File: config.mk
export PLATFORM = sky130hd
export DESIGN_NAME = scan_port_ctrl
export DESIGN_NICKNAME = d
export VERILOG_FILES = /design/src/rtl/scan_pkg.sv /design/src/rtl/scan_ctrl.sv /design/src/rtl/scan_data.sv /design/src/rtl/scan_port_ctrl.sv
export SDC_FILE = /design/constraint.sdc
export NUM_CORES = 1
export LEC_CHECK = 0
export BUFFER_PORTS_ARGS = -buffer_cell sky130_fd_sc_hd__buf_2
export CORE_MARGIN = 5
export CORE_UTILIZATION = 40
export CTS_CLUSTER_SIZE = 25
export DETAILED_ROUTE_END_ITERATION = 6
export HOLD_SLACK_MARGIN = 0.08
export SETUP_SLACK_MARGIN = 0.4
export SYNTH_ARGS = -nofsm -noshare
export SYNTH_HDL_FRONTEND = slang
export SYNTH_SLANG_ARGS = --single-unit
File: constraint.sdc
create_clock -name tck -period 2.8 [get_ports tck]
set_input_delay 0.28 -clock tck [delete_from_list [all_inputs] [get_ports tck]]
set_output_delay 0.28 -clock tck [all_outputs]
set_load 0.005 [all_outputs]
File: src/rtl/scan_pkg.sv
package scan_pkg;

  typedef enum logic [3:0] {
    TLR, RTI, SEL_DR, CAP_DR, SH_DR, EX1_DR, PAU_DR, EX2_DR, UPD_DR,
    SEL_IR, CAP_IR, SH_IR, EX1_IR, PAU_IR, EX2_IR, UPD_IR
  } tapState_e;

  localparam logic [4:0] OP_EXTEST   = 5'b00000;
  localparam logic [4:0] OP_SAMPLE   = 5'b00001;
  localparam logic [4:0] OP_USER1    = 5'b00010;
  localparam logic [4:0] OP_USER2    = 5'b00011;
  localparam logic [4:0] OP_CFGOUT   = 5'b00100;
  localparam logic [4:0] OP_CFGIN    = 5'b00101;
  localparam logic [4:0] OP_INTEST   = 5'b00111;
  localparam logic [4:0] OP_USERCODE = 5'b01000;
  localparam logic [4:0] OP_IDCODE   = 5'b01001;
  localparam logic [4:0] OP_HIZ      = 5'b01010;
  localparam logic [4:0] OP_JSTART   = 5'b01100;
  localparam logic [4:0] OP_BYPASS   = 5'b11111;

  // strobes from control to datapath
  typedef struct packed {
    logic captureDr;
    logic shiftDr;
    logic updateDr;
    logic shiftIr;
    logic irTdo;
    logic selBound;
    logic selIdent;
    logic selUcode;
    logic selUser1;
    logic selUser2;
    logic selCfgOut;
    logic driveExt;
    logic hiZ;
  } scanCtl_t;

endpackage

File: src/rtl/scan_ctrl.sv
module scan_ctrl
  import scan_pkg::*;
(
  input  logic     tck,
  input  logic     trstN,
  input  logic     tms,
  input  logic     tdi,
  output scanCtl_t ctl,
  output logic     userReset,
  output logic     userUpdate,
  output logic     userShift,
  output logic     user1Sel,
  output logic     user2Sel,
  output logic     startupStep,
  output logic     cfgInStrobe
);

  tapState_e state, nextState;
  logic [4:0] irSr;
  logic [4:0] ir;

  always_comb begin
    unique case (state)
      TLR:    nextState = tms ? TLR    : RTI;
      RTI:    nextState = tms ? SEL_DR : RTI;
      SEL_DR: nextState = tms ? SEL_IR : CAP_DR;
      CAP_DR: nextState = tms ? EX1_DR : SH_DR;
      SH_DR:  nextState = tms ? EX1_DR : SH_DR;
      EX1_DR: nextState = tms ? UPD_DR : PAU_DR;
      PAU_DR: nextState = tms ? EX2_DR : PAU_DR;
      EX2_DR: nextState = tms ? UPD_DR : SH_DR;
      UPD_DR: nextState = tms ? SEL_DR : RTI;
      SEL_IR: nextState = tms ? TLR    : CAP_IR;
      CAP_IR: nextState = tms ? EX1_IR : SH_IR;
      SH_IR:  nextState = tms ? EX1_IR : SH_IR;
      EX1_IR: nextState = tms ? UPD_IR : PAU_IR;
      PAU_IR: nextState = tms ? EX2_IR : PAU_IR;
      EX2_IR: nextState = tms ? UPD_IR : SH_IR;
      UPD_IR: nextState = tms ? SEL_DR : RTI;
      default: nextState = TLR;
    endcase
  end

  always_ff @(posedge tck or negedge trstN) begin
    if (!trstN) state <= TLR;
    else        state <= nextState;
  end

  always_ff @(posedge tck or negedge trstN) begin
    if (!trstN) begin
      irSr <= OP_SAMPLE;
      ir   <= OP_IDCODE;
    end else begin
      if (state == CAP_IR)     irSr <= 5'b00001;
      else if (state == SH_IR) irSr <= {tdi, irSr[4:1]};
      if (state == TLR)         ir <= OP_IDCODE;
      else if (state == UPD_IR) ir <= irSr;
    end
  end

  always_comb begin
    ctl           = '0;
    ctl.captureDr = (state == CAP_DR);
    ctl.shiftDr   = (state == SH_DR);
    ctl.updateDr  = (state == UPD_DR);
    ctl.shiftIr   = (state == SH_IR);
    ctl.irTdo     = irSr[0];
    case (ir)
      OP_EXTEST:   begin ctl.selBound = 1'b1; ctl.driveExt = 1'b1; end
      OP_SAMPLE:   ctl.selBound  = 1'b1;
      OP_INTEST:   ctl.selBound  = 1'b1;
      OP_USER1:    ctl.selUser1  = 1'b1;
      OP_USER2:    ctl.selUser2  = 1'b1;
      OP_CFGOUT:   ctl.selCfgOut = 1'b1;
      OP_USERCODE: ctl.selUcode  = 1'b1;
      OP_IDCODE:   ctl.selIdent  = 1'b1;
      OP_HIZ:      ctl.hiZ       = 1'b1;
      default:     ;
    endcase
  end

  assign userReset   = (state == TLR);
  assign userUpdate  = (state == UPD_DR);
  assign userShift   = (state == SH_DR);
  assign user1Sel    = (ir == OP_USER1);
  assign user2Sel    = (ir == OP_USER2);
  assign startupStep = (ir == OP_JSTART) && (state == SH_DR);
  assign cfgInStrobe = (ir == OP_CFGIN) && (state == SH_DR);


  tlr_hold_chk: assert property (@(posedge tck) disable iff (!trstN)
    (state == TLR && tms) |=> (state == TLR));


  ir_capture_chk: assert property (@(posedge tck) disable iff (!trstN)
    (state == CAP_IR) |=> (irSr == 5'b00001));


  user_flags_chk: assert property (@(posedge tck) disable iff (!trstN)
    $onehot0({userReset, userUpdate, userShift}));

endmodule

File: src/rtl/scan_data.sv
module scan_data
  import scan_pkg::*;
#(
  parameter int          NUM_BIDIR    = 4,
  parameter int          NUM_INONLY   = 2,
  parameter logic [31:0] IDCODE_VAL   = 32'h1A2B_3C4D,
  parameter logic [31:0] USERCODE_VAL = 32'hC0DE_0042
) (
  input  logic                            tck,
  input  logic                            trstN,
  input  logic                            tdi,
  input  scanCtl_t                        ctl,
  input  logic [NUM_BIDIR+NUM_INONLY-1:0] padIn,
  input  logic [NUM_BIDIR-1:0]            coreOut,
  input  logic [NUM_BIDIR-1:0]            coreOe,
  input  logic                            userTdo1,
  input  logic                            userTdo2,
  input  logic                            cfgOutData,
  output logic [NUM_BIDIR-1:0]            padOut,
  output logic [NUM_BIDIR-1:0]            padOe,
  output logic                            tdo,
  output logic                            tdoEn
);

  localparam int CHAIN_LEN = 3 * NUM_BIDIR + NUM_INONLY;

  logic [CHAIN_LEN-1:0] chain, capVec;
  logic [NUM_BIDIR-1:0] updOut, updOe, chainOut, chainOe;
  logic [31:0]          wordSr;
  logic                 bypassReg, selBypass, drBit;

  for (genvar p = 0; p < NUM_BIDIR; p++) begin : g_bidir
    assign capVec[3*p]   = padIn[p];
    assign capVec[3*p+1] = coreOut[p];
    assign capVec[3*p+2] = coreOe[p];
    assign chainOut[p]   = chain[3*p+1];
    assign chainOe[p]    = chain[3*p+2];
    assign padOut[p]     = ctl.driveExt ? updOut[p] : coreOut[p];
    assign padOe[p]      = ctl.hiZ ? 1'b0 : (ctl.driveExt ? updOe[p] : coreOe[p]);
  end

  for (genvar k = 0; k < NUM_INONLY; k++) begin : g_inonly
    assign capVec[3*NUM_BIDIR+k] = padIn[NUM_BIDIR+k];
  end

  assign selBypass = ~(ctl.selBound | ctl.selIdent | ctl.selUcode |
                       ctl.selUser1 | ctl.selUser2 | ctl.selCfgOut);

  always_ff @(posedge tck or negedge trstN) begin
    if (!trstN) begin
      chain     <= '0;
      wordSr    <= '0;
      bypassReg <= 1'b0;
      updOut    <= '0;
      updOe     <= '0;
    end else begin
      if (ctl.selBound) begin
        if (ctl.captureDr)    chain <= capVec;
        else if (ctl.shiftDr) chain <= {tdi, chain[CHAIN_LEN-1:1]};
        if (ctl.updateDr) begin
          updOut <= chainOut;
          updOe  <= chainOe;
        end
      end
      if (ctl.captureDr && ctl.selIdent)      wordSr <= IDCODE_VAL;
      else if (ctl.captureDr && ctl.selUcode) wordSr <= USERCODE_VAL;
      else if (ctl.shiftDr && (ctl.selIdent || ctl.selUcode))
        wordSr <= {tdi, wordSr[31:1]};
      if (ctl.captureDr)    bypassReg <= 1'b0;
      else if (ctl.shiftDr) bypassReg <= tdi;
    end
  end

  always_comb begin
    if (ctl.selBound)                     drBit = chain[0];
    else if (ctl.selIdent || ctl.selUcode) drBit = wordSr[0];
    else if (ctl.selUser1)                drBit = userTdo1;
    else if (ctl.selUser2)                drBit = userTdo2;
    else if (ctl.selCfgOut)               drBit = cfgOutData;
    else                                  drBit = bypassReg;
  end

  always_ff @(negedge tck or negedge trstN) begin
    if (!trstN) begin
      tdo   <= 1'b0;
      tdoEn <= 1'b0;
    end else begin
      tdo   <= ctl.shiftIr ? ctl.irTdo : drBit;
      tdoEn <= ctl.shiftIr | ctl.shiftDr;
    end
  end


  bypass_delay_chk: assert property (@(posedge tck) disable iff (!trstN)
    (ctl.shiftDr && selBypass) |=> (bypassReg == $past(tdi)));


  upd_load_chk: assert property (@(posedge tck) disable iff (!trstN)
    (ctl.updateDr && ctl.selBound) |=> (updOut == $past(chainOut) && updOe == $past(chainOe)));


  tdoen_shift_chk: assert property (@(posedge tck) disable iff (!trstN)
    tdoEn == (ctl.shiftIr || ctl.shiftDr));

endmodule

File: src/rtl/scan_port_ctrl.sv
module scan_port_ctrl
  import scan_pkg::*;
#(
  parameter int          NUM_BIDIR    = 4,
  parameter int          NUM_INONLY   = 2,
  parameter logic [31:0] IDCODE_VAL   = 32'h1A2B_3C4D,
  parameter logic [31:0] USERCODE_VAL = 32'hC0DE_0042
) (
  input  logic                            tck,
  input  logic                            trstN,
  input  logic                            tms,
  input  logic                            tdi,
  output logic                            tdo,
  output logic                            tdoEn,
  input  logic [NUM_BIDIR+NUM_INONLY-1:0] padIn,
  input  logic [NUM_BIDIR-1:0]            coreOut,
  input  logic [NUM_BIDIR-1:0]            coreOe,
  output logic [NUM_BIDIR-1:0]            padOut,
  output logic [NUM_BIDIR-1:0]            padOe,
  input  logic                            userTdo1,
  input  logic                            userTdo2,
  input  logic                            cfgOutData,
  output logic                            user1Sel,
  output logic                            user2Sel,
  output logic                            userReset,
  output logic                            userUpdate,
  output logic                            userShift,
  output logic                            startupStep,
  output logic                            cfgInStrobe
);

  scanCtl_t ctl;

  scan_ctrl u_ctrl (
    .tck(tck), .trstN(trstN), .tms(tms), .tdi(tdi), .ctl(ctl),
    .userReset(userReset), .userUpdate(userUpdate), .userShift(userShift),
    .user1Sel(user1Sel), .user2Sel(user2Sel),
    .startupStep(startupStep), .cfgInStrobe(cfgInStrobe)
  );

  scan_data #(
    .NUM_BIDIR(NUM_BIDIR), .NUM_INONLY(NUM_INONLY),
    .IDCODE_VAL(IDCODE_VAL), .USERCODE_VAL(USERCODE_VAL)
  ) u_data (
    .tck(tck), .trstN(trstN), .tdi(tdi), .ctl(ctl),
    .padIn(padIn), .coreOut(coreOut), .coreOe(coreOe),
    .userTdo1(userTdo1), .userTdo2(userTdo2), .cfgOutData(cfgOutData),
    .padOut(padOut), .padOe(padOe), .tdo(tdo), .tdoEn(tdoEn)
  );

endmodule

# == Word-level counts from Yosys, hierarchy flattened ==
# Index checks and enable logic that the tools add are counted.
# op_classes
n_eq_ne,25
muxes,50
n_bitwise,1
n_reduce_logical,18
# op_table
operator,n
2-to-1 mux 32 bit,3
case mux 4 bit (12 select lines),1
equality test 4 bit (second input constant),8
2-to-1 mux 1 bit,31
2-to-1 mux 14 bit,2
equality test 5 x 4 -> 1 bit (second input constant),4
2-to-1 mux 5 bit,4
equality test 4 x 3 -> 1 bit (second input constant),4
2-to-1 mux 4 bit,4
equality test 5 x 3 -> 1 bit (second input constant),3
equality test 5 x 2 -> 1 bit (second input constant),2
equality test 4 x 2 -> 1 bit (second input constant),2
2-to-1 mux 2 bit,3
2-to-1 mux 3 bit,2
nonzero test 2 bit,3
OR reduction 3 bit,2
equality test 5 x 1 -> 1 bit (second input constant),1
logical AND 1 bit,5
logical NOT 5 bit,1
equality test 4 x 1 -> 1 bit (second input constant),1
logical NOT 4 bit,1
AND reduction 2 bit,2
OR reduction 2 bit,2
nonzero test 3 bit,1
2 further kinds,2
# word_totals
ff_bits,71
inputBits,21
out_inout_bits,17
elab_cells,104

# == Longest topological paths before layout ==
# Gate-level depths: netlist of run 1.
# depth
word_depth,8
ltp_mapped,8
depth_no_buf,5

# == Hierarchy ==
# From an unflattened synthesis of run 1, not the netlist that was laid out.
# hier_totals
cells_unflattened,338
area_unflattened_um2,3510.9
# by_module_without_submodules
mod,n_inst,cells_each,area_per_inst_um2,seq_area_each_um2
scan_data,1,217,2516.2,1426.4
scan_ctrl,1,121,994.7,354.1

==> key figures, run 1 <==
Logic synthesis
  • Area leader, netlist: dfrtp_1
  • Syn_nets: 365
  • Post-Synthesis Cells: between 300 and 400
  • Ys async rst share: 1.00
  • Top cell type's share of synthesized area: 0.464
  • Area contributors post-synth: dfrtp_1 46%, nand2_1 6.1%, mux2i_1 5.3%
  • Synthesized flop and latch total: 71
  • Number of flops mapped to enable cells by yosys: 0
  • Sequential share of the synthesized area: 0.500
  • Main synth FF type: dfrtp_1
  • Synth Warn #: 0
  • Post-Syn Area: 3560 um^2
  • Yosys cell types: 55
  • Synth Area per Inst: between 10 and 15 um^2

Timing
  • RSZ-0062 raised after global routing: true
  • Clk_skew: roughly 23 ps
  • Final setup vio count: 1
  • Final hold violations: 0
  • Final slew viol count: 0
  • Relative slew slack: 0.577
  • Min setup slack post-route: -34.2 ps
  • Measured slew at the worst slew-check pin: approximately 630 ps

Floorplanning
  • Height of the chip: 104 um
  • Die area: ~11000 um^2
  • Die width: 104 um
  • Core area: roughly 8700 um^2
  • IO Pins: 38
  • Initial Utilization: 0.410
  • Row count: 34

CTS
  • TritonCTS clock tree: yes
  • H-tree depth reported by CTS: 3
  • Clock Path Buffers: 2
  • Clk Latency, worst-skew pair: 350 ps
  • Number of CTS-inserted buffers: 9
  • Clk pin slew, worst setup/hold paths: 80 ps
  • Root Buffer Master: clkbuf_8
  • CTS Sinks: 71

Drt
  • Total Routed Length: 8190 um
  • Post-Route M1 WL: 3830 um
  • Post-DR wirelength/cell: ~16 um
  • Antenna Nets Post-Route: 0
  • TritonRoute pass-1 iters: 7
  • DR top layer: met4
  • WL met2: between 4000 and 5000 um
  • Vias: between 2000 and 3000
  • Post-DR vias/cell: 5.44
  • Routed wl met3: roughly 250 um
  • Number of DRC markers in iteration 0: 189
  • DRC: 2

Run status
  • Failing checks: DRC, setup timing
  • Status: finished, violations left

Final layout
  • Final core occ: 0.496
  • Layout cells sized above 1: 0.343
  • Fillers: roughly 820
  • Layout Nets: approximately 420
  • Ant. Diodes: 0
  • P&R area growth vs syn: 20.9%

Critical path
  • Slowest CP cell: or4bb_1
  • Crit path required time: 1740 ps
  • Delay-heaviest family, CP: simple AND/OR/NAND/NOR gates
  • Type of origin of the critical path: flop
  • Crit Path Class: flop to flop
  • Critical Path Sink Type: flop
  • CP Max Fanout: 8
  • Critical path buffer and inverter count: 0
  • Slowest Stage Delay on Critical Path: around 530 ps
  • Crit path cell chain: or4bb_1 > a21oi_2 > o32ai_2 > a31oi_1
  • CP Data Arrival Time: 1780 ps

Global routing
  • Gr usage total: 0.159
  • Largest net degree at the start of global routing: between 50 and 60
  • Initial antenna violation count: 0
  • Vias in the first global route: 2836
  • First-pass GRT wire length: approximately 14000 um
  • Global route overflow: 0

Placement
  • Gpl congestion: 0.790
  • Post-DP HPWL: around 5700 um
  • Pre-CTS setup slack: -93.9 ps
  • I/O Buffers: 37

Min path
  • Hold Crit Class: input port to flop

Run
  • Max Cap Violations: 0

Power and ir drop
  • Pwr Density: 1040 nW/um^2
  • Peak supply drop: approximately 0.5 mV
  • Leakage power: 0.00198 uW
-- per-stage QoR --
step / TNS, ps / power, uW / hold slack, ps / instances / cell area, um^2
floorplan: 0 / 2940 / -15.6 / 344 / 3610
global placement: -35.7 / 3330 / 406 / 484 / 3920
detailed placement: -93.9 / 3380 / 398 / 484 / 3920
CTS: -18.5 / 4470 / 204 / 507 / 4280
global route: -158 / 4810 / 213 / 507 / 4300
finish: -34.2 / 4460 / 210 / 507 / 4300
-- cells by family (layout without fill, tap and decap cells) --
| kind of cell | Yosys count | in the layout | synth area share |
|---|---|---|---|
| multiplexers | 31 | 31 | 0.0956 |
| flip-flops | 71 | 71 | 0.500 |
| XOR/XNOR | 1 | 1 | 0.00246 |
| buffers and inverters | 34 | 89 | 0.0541 |
| AO/OA/AOI/OAI | 83 | 83 | 0.167 |
| AND/OR/NAND/NOR | 124 | 124 | 0.181 |
-- cells in the final DEF (no fill, tap or decap), types with 3 or more instances in the layout --
cell type  instances
nand2_1           57
dfrtp_1           64
buf_6              7
buf_4             27
o21ai_2            6
o22ai_1            3
mux2i_1           19
nor2b_1            4
dfstp_2            3
nand2b_1           5
mux2_2             8
inv_1              4
buf_2             33
nand3_1            7
a211oi_1           3
mux2_4             4
a22o_1             4
nand3_2            3
nor3_1             6
a221o_1            9
o21ai_0           13
clkbuf_8           9
o21ai_1            9
a21oi_1           15
bufinv_16          3
nor2_1            18
o221a_2            7
-- synth_stat cells, types with 2 or more instances --
cell,number
a211oi_1,4
a21oi_1,16
a221o_1,9
a221oi_1,2
a22o_1,4
a31oi_1,2
and3_1,2
buf_2,13
buf_6,6
clkbuf_1,8
dfrtn_1,2
dfrtp_1,66
dfstp_2,3
inv_1,4
mux2_2,8
mux2_4,4
mux2i_1,19
nand2_1,58
nand2b_1,5
nand3_1,7
nand3_2,3
nor2_1,18
nor2_2,2
nor2b_1,4
nor3_1,6
nor4_1,2
o21ai_0,13
o21ai_1,9
o21ai_2,6
o221a_2,7
o22ai_1,3
o32ai_1,2
or2_2,2
or4_1,2
or4b_4,2
or4bb_1,2
-- state kept, by name, summed over array words and instances (netlist names) --
name and cells:
u_data.updOe 4, u_data.tdoEn 1, u_ctrl.ir 5, u_data.tdo 1, u_ctrl.irSr 5, u_data.chain 14
u_ctrl.state 4, u_data.bypassReg 1, u_data.wordSr 32, u_data.updOut 4
-- power breakdown --
group | switching (uW) | total (uW) | internal [uW] | leakage (uW)
Clock | 404 | 999 | 594 | 0.000120
Combinational | 873 | 1700 | 824 | 0.00100
Sequential | 294 | 1770 | 1480 | 0.000860
Total | 1570 | 4460 | 2890 | 0.00198
-- tightest hold or removal path, cell delays in order --
cell	delay, ps
buf_2	80
mux2i_1	70
o21ai_2	100
-- area by class of cell --
| cell class | count | area (um^2) | area share |
|---|---|---|---|
| Sequential cell | 71 | 1780 | 0.414 |
| Multi-Input combinational cell | 239 | 1670 | 0.387 |
| Timing Repair Buffer | 68 | 457 | 0.106 |
| Tap cell | 108 | 135 | 0.0314 |
| Clock buffer | 9 | 124 | 0.0288 |
| Clock inverter | 7 | 120 | 0.0279 |
| Inverter | 5 | 18.8 | 0.00436 |
-- final timing paths --
kind | startpoint | end | slack, ps | depth (start not counted)
hold reg to reg | u_data.chain[13] | u_data.chain[13] | 490 | 2
min in group asynchronous | trstN | u_ctrl.irSr[3] | 550 | 3
setup reg to reg | u_ctrl.ir[1] | u_data.tdo | -30 | 4
hold / removal | padIn[5] | u_data.chain[13] | 210 | 3
setup / recovery | u_ctrl.ir[1] | u_data.tdo | -30 | 4
max in group asynchronous | trstN | u_data.tdo | 1020 | 2
-- per-layer routing --
| layer | global-route usage | up-vias |
|---|---|---|
| met4 | 0.0472 | 0 |
| met3 | 0.0360 | 8 |
| met1 | 0.218 | 1361 |
| li1 | - | 1338 |
| met2 | 0.251 | 50 |
| met5 | 0 | - |
-- repair_timing --
action                                 in CTS  in global routing
buffers inserted                            6                  0
gates cloned                                0                  0
setup endpoints to repair                  13                 13
resized for setup                          13                  5
pin swaps                                   3                  4
endpoints found under the hold margin      16                  0
hold buffers                                1                  0
Note: power is estimated with default switching activity, not from simulation.
==> run 2: changes to the inputs <==
--- a/config.mk
+++ b/config.mk
@@ -11,6 +11,7 @@
 export CTS_CLUSTER_SIZE = 25
 export DETAILED_ROUTE_END_ITERATION = 6
 export HOLD_SLACK_MARGIN = 0.08
+export PLACE_DENSITY_LB_ADDON = 0.05
 export SETUP_SLACK_MARGIN = 0.4
 export SYNTH_ARGS = -nofsm -noshare
 export SYNTH_HDL_FRONTEND = slang
==> run 2 against run 1 <==
  * The run ends with setup timing left
  * Sequential power hardly changed
  * Power is 1.6% lower
  * Die area stayed put
  * Sequential share of layout area is 0.20 points higher
  * Highest routed layer unchanged
  * Final area is 0.41% lower
  * Critical path depth stayed put
  * Register-to-register slack hardly changed
  * Flip-flop and latch count stayed put
  * Setup slack better by 8.0 ps
==> key figures, run 2 (synthesized netlist as in run 1, its figures left out) <==
Run status
  • Status: finished, violations left
  • Failing checks: setup timing

Critical path
  • CP Max Fanout: 6
  • Slowest CP cell: dfstp_2
  • Crit path cell chain: nand4bb_1 > a211oi_2 > o32ai_2 > a31oi_1
  • Crit Path Class: flop to flop
  • Crit path required time: 1560 ps
  • Type of origin of the critical path: flop
  • Slowest Stage Delay on Critical Path: 590 ps
  • Critical Path Sink Type: flop
  • Critical path buffer and inverter count: 0
  • Delay-heaviest family, CP: flip-flops
  • CP Data Arrival Time: 1590 ps
  • Setup crit start: u_ctrl.ir[3]
  • Critical R2R Launch: u_ctrl.ir[3]

Drt
  • Vias: 2734
  • DRC: 0
  • Total Routed Length: between 8000 and 9000 um
  • Post-DR wirelength/cell: 17.0 um
  • Antenna Nets Post-Route: 0
  • Number of DRC markers in iteration 0: 128
  • Post-DR vias/cell: around 5.4
  • TritonRoute pass-1 iters: 4

Timing
  • RSZ-0062 raised after global routing: true
  • Relative slew slack: 0.623
  • Final slew viol count: 0
  • Final setup vio count: 1
  • Measured slew at the worst slew-check pin: roughly 570 ps
  • Min setup slack post-route: -26.2 ps
  • Final hold violations: 0
  • Clk_skew: around 21 ps

Floorplanning
  • Die area: 10900 um^2
  • Row count: 34
  • IO Pins: 38
  • Initial Utilization: 0.410
  • Core area: 8680 um^2
  • Height of the chip: 104 um
  • Die width: 104 um

Global routing
  • Largest net degree at the start of global routing: 29
  • Global route overflow: 0
  • Vias in the first global route: ~2800
  • First-pass GRT wire length: 14300 um
  • Initial antenna violation count: 0
  • Gr usage total: 0.162

Final layout
  • Largest regs: u_data.wordSr (32), u_data.chain (14)
  • Highest-count cells in the layout ignoring fill and taps: 63 x dfrtp_1, 57 x nand2_1, 33 x buf_2, 31 x buf_4, 19 x mux2i_1
  • Most common cell after layout, fill and taps aside: dfrtp_1
  • Layout cells sized above 1: 0.352
  • P&R area growth vs syn: 20.4%
  • Layout Nets: 417
  • Max reg flops: 32
  • Most flops, register: u_data.wordSr
  • Design area: 4290 um^2
  • Ant. Diodes: 0

Placement
  • Gpl congestion: approximately 0.85
  • I/O Buffers: 37
  • Post-DP HPWL: 6040 um
  • Placed Area: 3930 um^2

CTS
  • Clock Path Buffers: 2
  • Clk Latency, worst-skew pair: 340 ps
  • TritonCTS clock tree: yes
  • Root Buffer Master: clkbuf_8
  • CTS Sinks: 71
  • Number of CTS-inserted buffers: 9
  • Clk pin slew, worst setup/hold paths: 90 ps
  • H-tree depth reported by CTS: 3

Run
  • Max Cap Violations: 0

Min path
  • Hold Crit Class: input port to flop
  • Hold wc startpoint: coreOut[3]

Power and ir drop
  • Total power: 4390 uW
  • Peak supply drop: 0.417 mV
  • Leakage power: 0.00198 uW
  • Pwr Density: 1030 nW/um^2
-- run 2: worst paths after layout --
check,cells past startpoint,slack [ps],end
setup / recovery,4,-30,u_data.tdo
setup reg to reg,4,-30,u_data.tdo
hold reg to reg,2,480,u_data.chain[13]
max in group asynchronous,2,1030,u_data.tdoEn
hold / removal,3,220,u_data.chain[10]
min in group asynchronous,3,550,u_ctrl.irSr[3]
-- run 2: timing repair --
action,CTS,global route
cloned,0,0
gates resized for setup,6,11
pin swaps,4,4
endpoints found under the hold margin,66,0
hold buffers,1,0
setup buffers,4,2
endpoints found under the setup margin,15,29
-- run 2: tightest hold or removal path, cell delays in order --
cell and delay [ps]:
buf_2 90, mux2i_1 70, o21ai_2 100
-- run 2: routing by layer --
metal	GRT usage	wire, um
met1	0.218	4060
met2	0.259	4170
met3	0.0403	313
met4	0.0444	113
met5	0	0
-- run 2: power by group --
part / leakage [uW] / total [uW] / internal [uW] / switching, uW
clock network: 0.000109 / 944 / 531 / 413
logic: 0.00101 / 1680 / 808 / 873
registers: 0.000859 / 1770 / 1480 / 292
-- run 2: metrics by stage --
stage               instances  utilization  TNS (ps)  hold WS (ps)  setup slack (ps)
detailed placement        486        0.453     -15.6           408             -15.6
CTS                       507        0.486         0           213              3.38
global route              509        0.494      -150           221              -150
finish                    509        0.494     -26.2           221             -26.2
floorplan                 344            -         0         -15.6              31.7
global placement          486        0.453     -16.0           412             -16.0
-- run 2: cell type report --
class	instances	area, um^2
Clock inverter	6	92.6
Clock buffer	10	138
Tap cell	108	135
Inverter	5	18.8
Timing Repair Buffer	70	464
Sequential cell	71	1780
Multi-Input combinational cell	239	1650
Fill cell	844	4390
==> run 3: changes to the inputs <==
--- a/config.mk
+++ b/config.mk
@@ -12,7 +12,7 @@
 export DETAILED_ROUTE_END_ITERATION = 6
 export HOLD_SLACK_MARGIN = 0.08
 export PLACE_DENSITY_LB_ADDON = 0.05
-export SETUP_SLACK_MARGIN = 0.4
+export SETUP_SLACK_MARGIN = 0.15
 export SYNTH_ARGS = -nofsm -noshare
 export SYNTH_HDL_FRONTEND = slang
 export SYNTH_SLANG_ARGS = --single-unit
==> run 3 against run 2 <==
  * The run now ends clean
  * Clock skew is 3.0 ps lower
  * Combinational power is 3% lower
  * Wire length is 0.91% lower
  * Count of clock-buffer cells in the layout is 1 higher
  * Final area is 2.4% lower
  * Register-to-register slack better by 30 ps
  * Highest routed layer unchanged
==> key figures, run 3 (synthesized netlist as in run 1, its figures left out) <==
Run status
  • Status: finished clean

Drt
  • Vias: between 2000 and 3000
  • TritonRoute pass-1 iters: 4
  • Post-DR vias/cell: 5.39
  • DRC: 0
  • Post-DR wirelength/cell: 17.0 um
  • Total Routed Length: approximately 8600 um
  • Number of DRC markers in iteration 0: 73
  • Antenna Nets Post-Route: 0

Floorplanning
  • Core area: 8680 um^2
  • Initial Utilization: 0.410
  • Height of the chip: 104 um
  • IO Pins: 38
  • Die area: approximately 11000 um^2
  • Die width: 104 um
  • Row count: 34

Critical path
  • Slowest CP cell: dfstp_2
  • Type of origin of the critical path: flop
  • Slowest Stage Delay on Critical Path: between 500 and 600 ps
  • Crit path required time: 1560 ps
  • Crit path cell chain: nand4bb_1 > a211oi_2 > o32ai_2 > a31oi_1
  • Critical Path Sink Type: flop
  • CP Data Arrival Time: ~1600 ps
  • CP Max Fanout: 6
  • Crit Path Class: flop to flop

Timing
  • Measured slew at the worst slew-check pin: 498 ps
  • Hold slack: 230 ps
  • Final hold violations: 0
  • RSZ-0062 raised after global routing: true
  • Final setup vio count: 0
  • Final slew viol count: 0
  • Min setup slack post-route: ~2.3 ps
  • Relative slew slack: 0.667
  • Clk_skew: 18.2 ps

Final layout
  • Most flops, register: u_data.wordSr
  • Largest regs: u_data.wordSr (32), u_data.chain (14)
  • Max reg flops: 32
  • Layout Nets: 413
  • Ant. Diodes: 0
  • Layout cells sized above 1: 0.332
  • Most common cell after layout, fill and taps aside: dfrtp_1
  • P&R area growth vs syn: 17.5%
  • Highest-count cells in the layout ignoring fill and taps: 65 x dfrtp_1, 58 x nand2_1, 36 x buf_2, 29 x buf_4, 19 x mux2i_1
  • Fillers: 823

Power and ir drop
  • Combinational share of power: 0.384
  • Flop pwr share: 0.419
  • Clk pwr share: 0.197
  • Peak supply drop: 0.336 mV
  • Leakage power: 0.00194 uW
  • Pwr Density: around 1000 nW/um^2
  • Pint: 2690 uW
  • Total power: ~4200 uW
  • Sw Pwr: ~1500 uW
  • Sw Share: 0.365

Placement
  • Gpl congestion: 0.788
  • Post-DP HPWL: between 6000 and 7000 um
  • I/O Buffers: 37
  • Pre-CTS setup slack: -40.3 ps

CTS
  • Clk pin slew, worst setup/hold paths: 90 ps
  • Clock Path Buffers: 2
  • Clk Latency, worst-skew pair: 330 ps
  • TritonCTS clock tree: yes
  • CTS Sinks: slightly above 70
  • Number of CTS-inserted buffers: 9
  • H-tree depth reported by CTS: 3
  • Root Buffer Master: clkbuf_8

Global routing
  • First-pass GRT wire length: 14300 um
  • Largest net degree at the start of global routing: 39
  • Initial antenna violation count: 0
  • Global route overflow: 0
  • Gr usage total: 0.161
  • Vias in the first global route: 2789

Min path
  • Hold Crit Class: input port to flop

Run
  • Max Cap Violations: 0
[run 3: routing by layer]
metal | GRT usage | vias up | part of all wire
li1 | - | 1334 | -
met1 | 0.227 | 1344 | 0.49
met2 | 0.254 | 36 | 0.47
met3 | 0.0286 | 7 | 0.025
met4 | 0.0472 | 0 | 0.0089
met5 | 0 | - | 0
[run 3: area by class of cell]
type / instances / area [um^2] / area share
Timing Repair Buffer: 66 / 408 / 0.0975
Multi-Input combinational cell: 239 / 1640 / 0.393
Tap cell: 108 / 135 / 0.0323
Inverter: 5 / 18.8 / 0.00449
Clock inverter: 5 / 56.3 / 0.0135
Clock buffer: 11 / 141 / 0.0338
Sequential cell: 71 / 1780 / 0.426
[run 3: critical path, delay by kind of cell (launching register included)]
kind / cells / cell delay [ps]
AND/OR/NAND/NOR: 1 / 170
flip-flops: 1 / 590
AO/OA/AOI/OAI: 3 / 450
[run 3: path summary, 6_finish.rpt]
kind                                   from               end  slack [ps]  cells past startpoint
setup / recovery               u_ctrl.ir[0]        u_data.tdo           2                      4
hold / removal                   coreOut[2]   u_data.chain[7]         230                      3
setup reg to reg               u_ctrl.ir[0]        u_data.tdo           2                      4
hold reg to reg            u_data.chain[13]  u_data.chain[13]         480                      2
max in group asynchronous             trstN        u_data.tdo        1070                      2
min in group asynchronous             trstN  u_data.chain[11]         560                      3
[run 3: repair_timing]
item                                    4_1_cts  5_1_grt
hold buffers                                  1        0
buffers inserted                              2        1
endpoints found under the setup margin        9        1
endpoints found under the hold margin        54        0
gates resized for setup                       5        2
pin swaps                                     3        3
[run 3: metrics by stage]
step                      area, um^2  cells  setup TNS (ps)   util
after floorplan                 3600    344               0      -
after global placement          3920    485           -15.4  0.452
after detailed placement        3920    485           -40.3  0.452
after CTS                       4170    504           -13.2  0.480
after global routing            4180    505           -82.5  0.482
final                           4180    505               0  0.482
[run 3: power by group through the flow]
stage | sequential, uW | clock (uW) | combinational [uW]
floorplan | 1670 | 0 | 1260
global placement | 1790 | 0 | 1570
detailed placement | 1800 | 0 | 1600
CTS | 1780 | 854 | 1640
global route | 1830 | 908 | 1820
finish | 1780 | 834 | 1630
